===== src/rtl/pgchk_pkg.sv =====
package pgchk_pkg;

    typedef enum logic [1:0] {
        ACC_READ  = 2'd0,
        ACC_WRITE = 2'd1,
        ACC_FETCH = 2'd2
    } acc_e;

    typedef enum logic [1:0] {
        WALK_OK     = 2'd0,
        WALK_ABSENT = 2'd1,
        WALK_RSVD   = 2'd2
    } walk_e;

    // permission set: bit0 read, bit1 write, bit2 execute
    typedef struct packed {
        logic x;
        logic w;
        logic r;
    } perm_t;

    localparam int ERR_W     = 6;
    localparam int ERR_PROT  = 0;
    localparam int ERR_WRITE = 1;
    localparam int ERR_USER  = 2;
    localparam int ERR_RSVD  = 3;
    localparam int ERR_FETCH = 4;
    localparam int ERR_KEY   = 5;

    localparam perm_t PERM_ALL  = '{x: 1'b1, w: 1'b1, r: 1'b1};
    localparam perm_t PERM_NONE = '{x: 1'b0, w: 1'b0, r: 1'b0};

    typedef struct packed {
        logic             allow;
        perm_t            perm;
        logic             wb_req;
        logic [ERR_W-1:0] err;
    } verdict_t;

    // permission bit that a given access type needs
    function automatic perm_t need_of(input logic [1:0] acc);
        perm_t n;
        n = PERM_NONE;
        case (acc)
            ACC_READ:  n.r = 1'b1;
            ACC_WRITE: n.w = 1'b1;
            ACC_FETCH: n.x = 1'b1;
            default:   n = PERM_NONE;
        endcase
        return n;
    endfunction

endpackage


===== src/rtl/pgchk_rights.sv =====
module pgchk_rights
    import pgchk_pkg::*;
(
    input  logic  user_mode,
    input  logic  eff_user,
    input  logic  eff_write,
    input  logic  eff_noexec,
    input  logic  wp_en,
    input  logic  sup_exec_guard,
    input  logic  sup_access_guard,
    output perm_t base
);
    logic rd_ok;
    logic wr_ok;
    logic ex_ok;

    always_comb begin
        // supervisor in guarded context may not touch user pages
        rd_ok = !(!user_mode && sup_access_guard && eff_user);
        // writable page, or supervisor with write protection off
        wr_ok = rd_ok && (eff_write || (!user_mode && !wp_en));
        // supervisor may not run user code under the execute guard
        ex_ok = !eff_noexec && (user_mode || !(sup_exec_guard && eff_user));
        base  = '{x: ex_ok, w: wr_ok, r: rd_ok};
    end

endmodule


===== src/rtl/pgchk_keys.sv =====
module pgchk_keys
    import pgchk_pkg::*;
#(
    parameter int ENTRY_W = 64,
    parameter int KEY_W   = 4,
    parameter int KEY_LSB = 59,
    localparam int NKEYS  = 1 << KEY_W,
    localparam int RIGHTS_W = 2 * NKEYS
) (
    input  logic [ENTRY_W-1:0]  leaf,
    input  logic                user_mode,
    input  logic                eff_user,
    input  logic                wp_en,
    input  logic                long_mode,
    input  logic                ukey_en,
    input  logic                skey_en,
    input  logic [RIGHTS_W-1:0] ukey_rights,
    input  logic [RIGHTS_W-1:0] skey_rights,
    output perm_t               key_perm
);
    logic [KEY_W-1:0]    key;
    logic                active;
    logic [RIGHTS_W-1:0] rights;
    logic [1:0]          pair [NKEYS];
    logic [1:0]          sel;

    assign key = leaf[KEY_LSB +: KEY_W];

    always_comb begin
        if (!long_mode) begin
            active = 1'b0;
        end else if (eff_user) begin
            active = ukey_en;
        end else begin
            active = skey_en;
        end
        rights = eff_user ? ukey_rights : skey_rights;
    end

    // split the rights register into one pair per key
    for (genvar g = 0; g < NKEYS; g++) begin : g_pair
        assign pair[g] = rights[2*g +: 2];
    end

    assign sel = pair[key];

    always_comb begin
        key_perm = PERM_ALL;
        if (active) begin
            if (sel[0]) begin
                key_perm.r = 1'b0;
                key_perm.w = 1'b0;
            end else if (sel[1] && (user_mode || wp_en)) begin
                key_perm.w = 1'b0;
            end
        end
    end

endmodule


===== src/rtl/pgchk_status.sv =====
module pgchk_status #(
    parameter int ENTRY_W   = 64,
    parameter int ACC_BIT   = 5,
    parameter int DIRTY_BIT = 6
) (
    input  logic [ENTRY_W-1:0] leaf,
    input  logic               is_write,
    output logic [ENTRY_W-1:0] new_entry,
    output logic               changed,
    output logic               clean
);
    always_comb begin
        new_entry          = leaf;
        new_entry[ACC_BIT] = 1'b1;
        if (is_write) begin
            new_entry[DIRTY_BIT] = 1'b1;
        end
        changed = (new_entry != leaf);
        clean   = !new_entry[DIRTY_BIT];
    end

endmodule


===== src/rtl/pgchk_top.sv =====
module pgchk_top
    import pgchk_pkg::*;
#(
    parameter int ENTRY_W   = 64,
    parameter int KEY_W     = 4,
    parameter int KEY_LSB   = 59,
    parameter int ACC_BIT   = 5,
    parameter int DIRTY_BIT = 6,
    localparam int RIGHTS_W = 2 * (1 << KEY_W)
) (
    input  logic                clk,
    input  logic                rst,
    input  logic                req_valid,
    input  logic [1:0]          walk_status,
    input  logic [1:0]          acc_type,
    input  logic                user_mode,
    input  logic                eff_user,
    input  logic                eff_write,
    input  logic                eff_noexec,
    input  logic [ENTRY_W-1:0]  leaf,
    input  logic                wp_en,
    input  logic                sup_exec_guard,
    input  logic                sup_access_guard,
    input  logic                long_mode,
    input  logic                nx_en,
    input  logic                pae_en,
    input  logic                ukey_en,
    input  logic                skey_en,
    input  logic [RIGHTS_W-1:0] ukey_rights,
    input  logic [RIGHTS_W-1:0] skey_rights,
    output logic                out_valid,
    output logic                allow,
    output logic [2:0]          perm,
    output logic                wb_req,
    output logic [ENTRY_W-1:0]  wb_entry,
    output logic [ERR_W-1:0]    err_code
);
    perm_t              base;
    perm_t              key_perm;
    perm_t              combined;
    perm_t              need;
    logic [ENTRY_W-1:0] new_entry;
    logic               changed;
    logic               clean;
    logic               is_write;
    verdict_t           vd;

    assign is_write = (acc_type == ACC_WRITE);
    assign need     = need_of(acc_type);

    pgchk_rights u_rights (
        .user_mode        (user_mode),
        .eff_user         (eff_user),
        .eff_write        (eff_write),
        .eff_noexec       (eff_noexec),
        .wp_en            (wp_en),
        .sup_exec_guard   (sup_exec_guard),
        .sup_access_guard (sup_access_guard),
        .base             (base)
    );

    pgchk_keys #(
        .ENTRY_W (ENTRY_W),
        .KEY_W   (KEY_W),
        .KEY_LSB (KEY_LSB)
    ) u_keys (
        .leaf        (leaf),
        .user_mode   (user_mode),
        .eff_user    (eff_user),
        .wp_en       (wp_en),
        .long_mode   (long_mode),
        .ukey_en     (ukey_en),
        .skey_en     (skey_en),
        .ukey_rights (ukey_rights),
        .skey_rights (skey_rights),
        .key_perm    (key_perm)
    );

    pgchk_status #(
        .ENTRY_W   (ENTRY_W),
        .ACC_BIT   (ACC_BIT),
        .DIRTY_BIT (DIRTY_BIT)
    ) u_status (
        .leaf      (leaf),
        .is_write  (is_write),
        .new_entry (new_entry),
        .changed   (changed),
        .clean     (clean)
    );

    assign combined = base & key_perm;

    always_comb begin
        logic walk_ok;
        logic user_deny;
        logic key_deny;
        logic perm_deny;
        logic prot;
        logic fetch_tag;

        walk_ok   = (walk_status == WALK_OK);
        user_deny = user_mode && !eff_user;
        key_deny  = !user_deny && ((key_perm & need) == PERM_NONE);
        perm_deny = (combined & need) == PERM_NONE;
        prot      = walk_ok && (user_deny || key_deny || perm_deny);
        fetch_tag = (acc_type == ACC_FETCH) && ((nx_en && pae_en) || sup_exec_guard);

        vd = '0;
        if (walk_ok && !prot) begin
            vd.allow  = 1'b1;
            vd.perm   = combined;
            vd.wb_req = changed;
            if (clean) begin
                vd.perm.w = 1'b0;
            end
        end else begin
            vd.err[ERR_PROT]  = prot || (walk_status == WALK_RSVD);
            vd.err[ERR_RSVD]  = (walk_status == WALK_RSVD);
            vd.err[ERR_KEY]   = walk_ok && key_deny;
            vd.err[ERR_WRITE] = is_write;
            vd.err[ERR_USER]  = user_mode;
            vd.err[ERR_FETCH] = fetch_tag;
        end
    end

    always_ff @(posedge clk) begin
        if (rst) begin
            out_valid <= 1'b0;
            allow     <= 1'b0;
            perm      <= '0;
            wb_req    <= 1'b0;
            wb_entry  <= '0;
            err_code  <= '0;
        end else begin
            out_valid <= req_valid;
            if (req_valid) begin
                allow    <= vd.allow;
                perm     <= vd.perm;
                wb_req   <= vd.wb_req;
                wb_entry <= new_entry;
                err_code <= vd.err;
            end
        end
    end

endmodule


===== config.mk =====
export PLATFORM = sky130hd
export DESIGN_NAME = pgchk_top
export DESIGN_NICKNAME = d
export VERILOG_FILES = /design/src/rtl/pgchk_pkg.sv /design/src/rtl/pgchk_rights.sv /design/src/rtl/pgchk_keys.sv /design/src/rtl/pgchk_status.sv /design/src/rtl/pgchk_top.sv
export SDC_FILE = /design/constraint.sdc
export NUM_CORES = 1
export LEC_CHECK = 0
export ABC_AREA = 1
export CAP_MARGIN = 10
export CORE_MARGIN = 10
export CORE_UTILIZATION = 35
export DETAILED_ROUTE_END_ITERATION = 8
export PLACE_DENSITY = 0.8
export SLEW_MARGIN = 20
export SYNTH_ARGS = -nofsm -noshare
export SYNTH_HDL_FRONTEND = slang
export SYNTH_SLANG_ARGS = --single-unit
export TNS_END_PERCENT = 20

===== constraint.sdc =====
create_clock -name clk -period 2.5 [get_ports clk]
set_input_delay 0.5 -clock clk [delete_from_list [all_inputs] [get_ports clk]]
set_output_delay 0.5 -clock clk [all_outputs]
set_load 0.05 [all_outputs]

Yosys cells after proc, flatten, opt, wreduce, memory -nomap -nowiden
Index checks and enable logic that the tools add are counted.

$add $sub $neg: 0. Multiply operators: 0. Div/mod/pow operators: 0. Magnitude comparators: 1. Equality and inequality tests: 4. Shifts and indexed selects: 0. Muxes and demuxes: 17. Bitwise logic cells: 4. Reductions and logical operators: 33.

Operators with widths (count): 2-to-1 mux 32 bit (1); logical AND 1 bit (14); 2-to-1 mux 1 bit (10); bitwise AND 3 bit (3); binary-select mux 2 bit (select 4 bit) (1); zero test 1 bit (8); logical OR 1 bit (7); zero test 3 bit (2); 2-to-1 mux 2 bit (3); 2-to-1 mux 6 bit (1); greater-or-equal comparator 5 bit (second input constant) (1); 2-to-1 mux 5 bit (1); inverter 4 -> 5 bit (1); == test 2 bit (second input constant) (2); zero test 2 bit (2); == test 2 x 1 -> 1 bit (second input constant) (1); != test 2 bit (1).

Bits in registers: 76. Latch bits: 0. Memory bits (writable): 0. Bits in read-only memories: 0. Input port bits: 147. Output and inout port bits: 76. Word-level logic and storage cells: 65. Memories: 0.

Longest topological paths before layout
Gate-level depths: netlist of run 1.

Depth in word-level cells: 17. Depth in mapped cells: 19. Mapped depth without buffers: 17.

Hierarchy
Synthesis of run 1 repeated with hierarchy kept, for this count alone.

Cell total of the unflattened synthesis: 600. Area total of the unflattened synthesis: 4040.1 um^2.

By module, submodules not included: pgchk_top (instances 1, cells each 361, area each 2735.1 um^2); pgchk_keys (instances 1, cells each 158, area each 742.0 um^2); pgchk_status (instances 1, cells each 69, area each 498.0 um^2); pgchk_rights (instances 1, cells each 12, area each 65.1 um^2).

Worst setup path before layout of run 1
Ideal clock, no wire load.

Kind: input to register. Start point: in leaf[59]. End point: reg err_code[1]. Setup time: 113 ps. Data arrival time: 1844 ps. Data required time: 2387 ps. Path slack: 543 ps. Stages on the path: 16. Buffers on the path: 2. Cell sequence: buf_2 > clkinv_2 > buf_6 > nand3_1 > nand3_1 > nand2_1 > nand2_1 > nand3_2 > nand3_2 > nand2_2 > nor2_2 > nand2_2 > a21oi_4 > nand2_2 > nand2_1 > nand2_1.

Cells in the longest elaborated chain, start to end: 17.

Ends and longest elaborated chain: from (decl) (RTL line pgchk_top.sv:20) `input logic [ENTRY_W-1:0] leaf,`; inverter 4 -> 5 bit (not written as such) * (RTL line pgchk_keys.sv:45) `assign sel = pair[key];`; binary-select mux 2 bit (select 4 bit) * (RTL line pgchk_keys.sv:45); 2-to-1 mux 2 bit (not written as such) * (2 in a row) (RTL line pgchk_keys.sv:45); logical AND 1 bit (RTL line pgchk_keys.sv:53) `end else if (sel[1] && (user_mode || wp_en)) begin`; 2-to-1 mux 1 bit (RTL line pgchk_keys.sv:53); 2-to-1 mux 1 bit (RTL line pgchk_keys.sv:50) `if (sel[0]) begin`; 2-to-1 mux 2 bit * (RTL line pgchk_keys.sv:49) `if (active) begin`; bitwise AND 3 bit (RTL line pgchk_top.sv:103) `key_deny = !user_deny && ((key_perm & need) == PERM_NONE);`; zero test 3 bit (RTL line pgchk_top.sv:103); logical AND 1 bit (RTL line pgchk_top.sv:103); logical OR 1 bit (RTL line pgchk_top.sv:105) `prot = walk_ok && (user_deny || key_deny || perm_deny);`; logical OR 1 bit * (RTL line pgchk_top.sv:105); logical AND 1 bit * (RTL line pgchk_top.sv:105); zero test 1 bit * (RTL line pgchk_top.sv:109) `if (walk_ok && !prot) begin`; logical AND 1 bit * (RTL line pgchk_top.sv:109); 2-to-1 mux 6 bit * (RTL line pgchk_top.sv:109); to (signal assigned) (RTL line pgchk_top.sv:141) `err_code <= vd.err;`; to (decl) (RTL line pgchk_top.sv:36) `output logic [ERR_W-1:0] err_code`.

Every way passes the cells marked *; elsewhere a longest branch is shown, timed or not. The select of a mux whose other input is x is not followed. A chain may end at the register's enable or synchronous reset.

Worst setup path in the final report of run 1
Start point: in leaf[59]. End point: reg err_code[2].

The elaborated chain is that of the path after synthesis.

==> results of run 1 <==
[stage by stage]
stage               util, %  hold WS (ns)  TNS (ns)  instance area [µm²]
detailed placement     62.6         0.444    -0.640                 5540
global placement       62.6         0.441    -0.140                 5540
finish                 65.2         0.455         0                 5770
CTS                    65.1         0.460         0                 5760
floorplan                 -         0.621         0                 3220
global route           65.2         0.482         0                 5770
[worst max-delay path by stage]
stage | from | endpoint | slack [ns] | cells past startpoint
after floorplan | leaf[59] | err_code[1] | 0.54 | 16
after global placement | eff_user | err_code[1] | -0.05 | 18
after detailed placement | eff_user | err_code[2] | -0.11 | 18
after CTS | eff_user | err_code[2] | 0.26 | 18
after global routing | leaf[59] | err_code[4] | 0.002 | 17
final | leaf[59] | err_code[2] | 0.21 | 15
[power groups by stage]
stage               clock [mW]  sequential, mW  combinational, mW
floorplan                    0            1.57              0.218
CTS                       1.04            1.31              0.878
global route              1.09            1.32              0.930
detailed placement           0            1.34              0.875
finish                   0.999            1.31              0.874
global placement             0            1.34              0.866
[layout make-up]
class / instances / area, µm² / area share (%)
clock buffer: 11 / 151 / 2.62
clock inverter: 5 / 67.6 / 1.17
inverter: 16 / 70.1 / 1.21
multi-input combinational: 280 / 1510 / 26.2
sequential: 76 / 1520 / 26.4
tap: 108 / 135 / 2.34
timing repair buffer: 229 / 2310 / 40.1
[placed cells by master (no fill, tap or decap), types with 2 or more instances in the layout]
cell type        count
clkdlybuf4s50_1    221
nand2_1            123
dfxtp_1             76
a22o_1              58
nand3_1             54
inv_1               13
nor2_1              13
clkbuf_8            11
o21ai_0              7
buf_4                4
clkinv_4             3
nand3_2              3
nor3_1               3
nand2_2              3
nand4_1              3
a21oi_1              3
buf_12               3
nor2_4               2
inv_6                2
nor4_1               2
[critical path, cell delays in order]
cell and delay, ns:
clkdlybuf4s50_1 0.66, buf_4 0.23, nand3_1 0.09, nand3_1 0.07, nand2_1 0.06, nand2_1 0.05
nand3_1 0.10, nand3_2 0.08, nand2_2 0.06, nor2_2 0.10, nand2_2 0.09, a21oi_4 0.20
nand2_2 0.10, nand2_1 0.07, nand2_1 0.04
[state kept, by name (all words and copies together) (netlist names)]
register	count
wb_req	1
out_valid	1
perm	3
wb_entry	64
err_code	6
allow	1
[routing by layer]
layer / share of wire, % / global-route usage, % / up-vias
met5: 0 / 0 / -
met4: 1.9 / 6.76 / 0
met3: 9.5 / 6.41 / 14
met2: 50 / 31.9 / 153
met1: 39 / 19.2 / 1686
li1: - / - / 1797
[logic make-up after synthesis]
family                 Yosys count  synth area share [%]
AND/OR/NAND/NOR                209                  28.1
flip-flops                      76                  47.3
buffers and inverters           41                  6.26
AO/OA/AOI/OAI                   71                  18.3
==> impl_metrics.ini, run 1 <==
[pwr]
p_int_mw = 2.22
p_sw_share_pct = 30.4
p_leak_nw = 2.43
cellPowerDensity_nw_per_um2 = 552
seqPwrFrac_pct = 41.2
p_comb_share_pct = 27.5
p_clk_share_pct = 31.4
switching_power_uw = 967
total_power_mw = 3.18
ir_drop_mv = 0.334

[worst_hold_path]
min_path_cells = 2
hold_class = register to register
hold_end = err_code[2]
hp-start = err_code[2]

[clock_tree]
numCtsBuffers = 9
cts_sinks = 76
cts_hold_buf = 0
path_clk_slew_ns = 0.07
clock_latency_ns = 0.34
clockRootBuffer = clkbuf_8
cts_tree = built
htreeDepth = 3
cts_resized = 0
cts_setup_buffers = 0
clock_path_buffers = 2

[synth]
async_reset_ff_share_pct = 0
synth.distinct_cells = 26
synthCells = 397
avgSynthCellArea_um2 = 8.10
synth_common_cells = nand2_1 (123), dfxtp_1 (76), a22o_1 (58)
synth-main-ff-cell = dfxtp_1
syn_area_um2 = 3220
synth-edff-count = 0
yosysSeqAreaShare_pct = 47.3
yosysMostFrequentCell = nand2_1
ys_top_cells_by_area = dfxtp_1 (47%), a22o_1 (16%), nand2_1 (14%)
syn-num-nets = 544
synth_area_leader_cell = dfxtp_1
ys_seq_elements = 76
yosysWarnings = 0
synth.top_cell.area_share_pct = 47.3

[layout]
n_fill_cell = 755
syn_to_final_growth_pct = 79.3
nets = 759
fin_cells = 725
drive_gt1_share_pct = 6.16
insertedDiodeCount = 0

[timing]
maxSlewViolCount = 0
timing.slew.headroom_pct = 59.3
setup_viol = 0
fin_skew_ns = 0
fin_crit_ns = 2.29
fmax_ghz = 0.436
finalWorstSetupSlack_ns = 0.209
rsz0062_at_grt = false
finalCritPeriodShare_pct = 91.6
worst_pin_slew_ns = 0.608
final-hold-violation-count = 0

[route]
drc = 0
vias = 3650
drt-wirelength-per-cell_um = 17.4
dr.pass1.iters = 4
detail-route-antenna-nets = 0
drtIter0Drc = 252
drt_wl_total_um = 12600
viasPerCell = 5.03

[die]
io-pin-count = 223
dieArea_um2 = 13400
die_y_um = 116
initial_core_util_pct = 36.4
fp-row-count = 34
core_area_um2 = 8850
die_w_um = 116

[worst_setup_path]
crit_fanout = 8
arrival_ns = 2.53
reg2regPathDepth = 4
crit_required_ns = 2.74
worstSetupEndpointType = register
rrSetupSlack_ns = 1.77
rr_endpoint = err_code[0]
cp-start-kind = primary input
r2r-start = err_code[0]
path_class = primary input to register

[placed_design]
hpwlAfterDp_um = 10300
io_buffers = 222
numPlacedInstances = 709
pre_cts_slack_ns = -0.105
gp_congestion = 0.851

[grt]
grt_first_pass_wirelength_um = 19100
grt_pass1_vias = 3650
gr-total-overflow = 0
grt_antenna_before_repair = 0
grt_max_degree = 72
track_usage_pct = 18.0

[run]
max-cap-violations = 0

[outcome]
outcome = finished, final reports clean
Note: power is estimated with default switching activity, not from simulation.
==> inputs of run 2 (changes only) <==
--- a/config.mk
+++ b/config.mk
@@ -9,6 +9,7 @@
 export CAP_MARGIN = 10
 export CORE_MARGIN = 10
 export CORE_UTILIZATION = 35
+export CTS_CLUSTER_DIAMETER = 40
 export DETAILED_ROUTE_END_ITERATION = 8
 export PLACE_DENSITY = 0.8
 export SLEW_MARGIN = 20
==> results of run 2 <==
Same layout as run 1: the final DEF is identical, and so are final timing and power.
==> inputs of run 3 (changes only) <==
--- a/config.mk
+++ b/config.mk
@@ -8,10 +8,10 @@
 export ABC_AREA = 1
 export CAP_MARGIN = 10
 export CORE_MARGIN = 10
-export CORE_UTILIZATION = 35
+export CORE_UTILIZATION = 41
 export CTS_CLUSTER_DIAMETER = 40
 export DETAILED_ROUTE_END_ITERATION = 8
-export PLACE_DENSITY = 0.8
+export DONT_BUFFER_PORTS = 1
 export SLEW_MARGIN = 20
 export SYNTH_ARGS = -nofsm -noshare
 export SYNTH_HDL_FRONTEND = slang
==> run 3 against run 2 <==
Against the previous run: global-route usage fell by 1.8 points; worst hold slack lost 0.24 ns; clock power shrank 11%; critical endpoint is now err_code[4]; worst setup slack better by 0.71 ns; via count down 25%; clock skew unchanged; sequential power is 19% higher; core utilization fell by 20 points; sequential cell count unchanged.
==> impl_metrics.ini, run 3 (same netlist as run 1, synthesis figures left out) <==
[placed_design]
post_dp_cell_area_um2 = 3250
io_buffers = 0
hpwlAfterDp_um = 8010
gp_congestion = 0.822
numPlacedInstances = 476

[timing]
fmax_ghz = 0.631
fin_skew_ns = 0
fin_crit_ns = 1.59
timing.slew.headroom_pct = 60.2
whs_ns = 0.213
fin_tns_setup_ns = 0
final-hold-violation-count = 0
rsz0062_at_grt = false
worst_pin_slew_ns = 0.595
finalCritPeriodShare_pct = 63.4
setup_viol = 0
maxSlewViolCount = 0

[route]
dr.pass1.iters = 4
vias = 2748
drtIter0Drc = 78
drt_wl_total_um = 10200
drt-wirelength-per-cell_um = 20.7
drc = 0
viasPerCell = 5.59
detail-route-antenna-nets = 0

[die]
initial_core_util_pct = 41.8
die_y_um = 109
fp-row-count = 32
dieArea_um2 = 11800
io-pin-count = 223
die_w_um = 109
core_area_um2 = 7690

[run]
max-cap-violations = 0

[layout]
final_area_um2 = 3440
largest_reg_flops = 64
nets = 532
reg_top3 = wb_entry x64, err_code x6, perm x3
top_register = wb_entry
n_fill_cell = 777
drive_gt1_share_pct = 8.46
insertedDiodeCount = 0
fin_cells = 492
syn_to_final_growth_pct = 6.96
final_cell_mix = nand2_1 (123), dfxtp_1 (76), a22o_1 (58)
final_common_cell = nand2_1

[worst_setup_path]
crit_fanout = 37
cp-start-kind = primary input
crit_required_ns = 2.74
worstSetupEndpointType = register
path_class = primary input to register
arrival_ns = 1.83

[grt]
grt_first_pass_wirelength_um = 15300
grt_pass1_vias = 2878
grt_antenna_before_repair = 0
gr-total-overflow = 0
grt_max_degree = 60
track_usage_pct = 16.1

[clock_tree]
htreeDepth = 3
clock_latency_ns = 0.34
cts_sinks = 76
clockRootBuffer = clkbuf_8
cts_setup_buffers = 0
cts_hold_buf = 0
cts_resized = 0
numCtsBuffers = 9
cts_tree = built
path_clk_slew_ns = 0.09
clock_path_buffers = 2

[pwr]
p_leak_nw = 1.53
ir_drop_mv = 0.273
switching_power_uw = 920
p_comb_share_pct = 8.7
total_power_mw = 2.68
cellPowerDensity_nw_per_um2 = 779
seqPwrFrac_pct = 58.2
p_int_mw = 1.76
p_clk_share_pct = 33.1
p_sw_share_pct = 34.3

[worst_hold_path]
hold_class = primary input to register

[outcome]
outcome = finished, final reports clean
## run 3: changes by cell type in the layout (fill, tap and decap cells not counted), sizes merged
cell / change
bufinv: -1
dlymetal6s2s: -1
inv: +1
buf: -5
clkinv: +1
clkdlybuf4s50: -221
clkinvlp: +1
clkbuf: -2
## run 3: worst max-delay path, cell delays in order
cell and delay (ns):
inv_4 0.09, nand2_1 0.09, nand3_1 0.07, nand3_1 0.11
nand2_1 0.05, nand2_1 0.05, nand3_1 0.10, nand3_2 0.08
nand2_2 0.06, nor2_2 0.09, nand2_2 0.08, a21oi_4 0.20
nand2_2 0.10, nand2_1 0.09, nand2_1 0.05
## run 3: stage by stage
stage / setup WS [ns] / utilization, %
after floorplan: 0.543 / -
after global placement: 0.577 / 42.3
after detailed placement: 0.538 / 42.3
after CTS: 0.916 / 44.8
after global routing: 0.688 / 44.8
final: 0.915 / 44.8
## run 3: per-layer routing
layer | vias to the layer above | track usage [%] | part of all wire [%]
met5 | - | 0 | 0
met4 | 0 | 5.65 | 2.0
met3 | 14 | 7.56 | 12
met2 | 144 | 27.5 | 49
met1 | 1248 | 17.2 | 37
li1 | 1342 | - | -
## run 3: power groups by stage
stage / clock, mW / sequential (mW) / combinational [mW]
after floorplan: 0 / 1.57 / 0.218
after global placement: 0 / 1.59 / 0.232
after detailed placement: 0 / 1.59 / 0.235
after CTS: 0.923 / 1.56 / 0.237
after global routing: 0.981 / 1.57 / 0.269
final: 0.888 / 1.56 / 0.233
## run 3: final cells by class
type                            count  area, µm²  share of cell area (%)
Sequential cell                    76       1520                    44.2
Multi-Input combinational cell    280       1510                    43.9
Tap cell                          102        128                    3.71
Clock buffer                        9        124                    3.60
Clock inverter                      7       67.6                    1.96
Inverter                           16       63.8                    1.85
Timing Repair Buffer                2       27.5                   0.800
## run 3: path summary, 6_finish.rpt
check                    from          end  slack (ns)  depth (start not counted)
hold / removal            rst  err_code[5]        0.21                          1
hold reg to reg       perm[0]      perm[0]        0.71                          2
setup / recovery     eff_user  err_code[4]        0.91                         15
setup reg to reg  err_code[0]  err_code[0]        1.49                          4
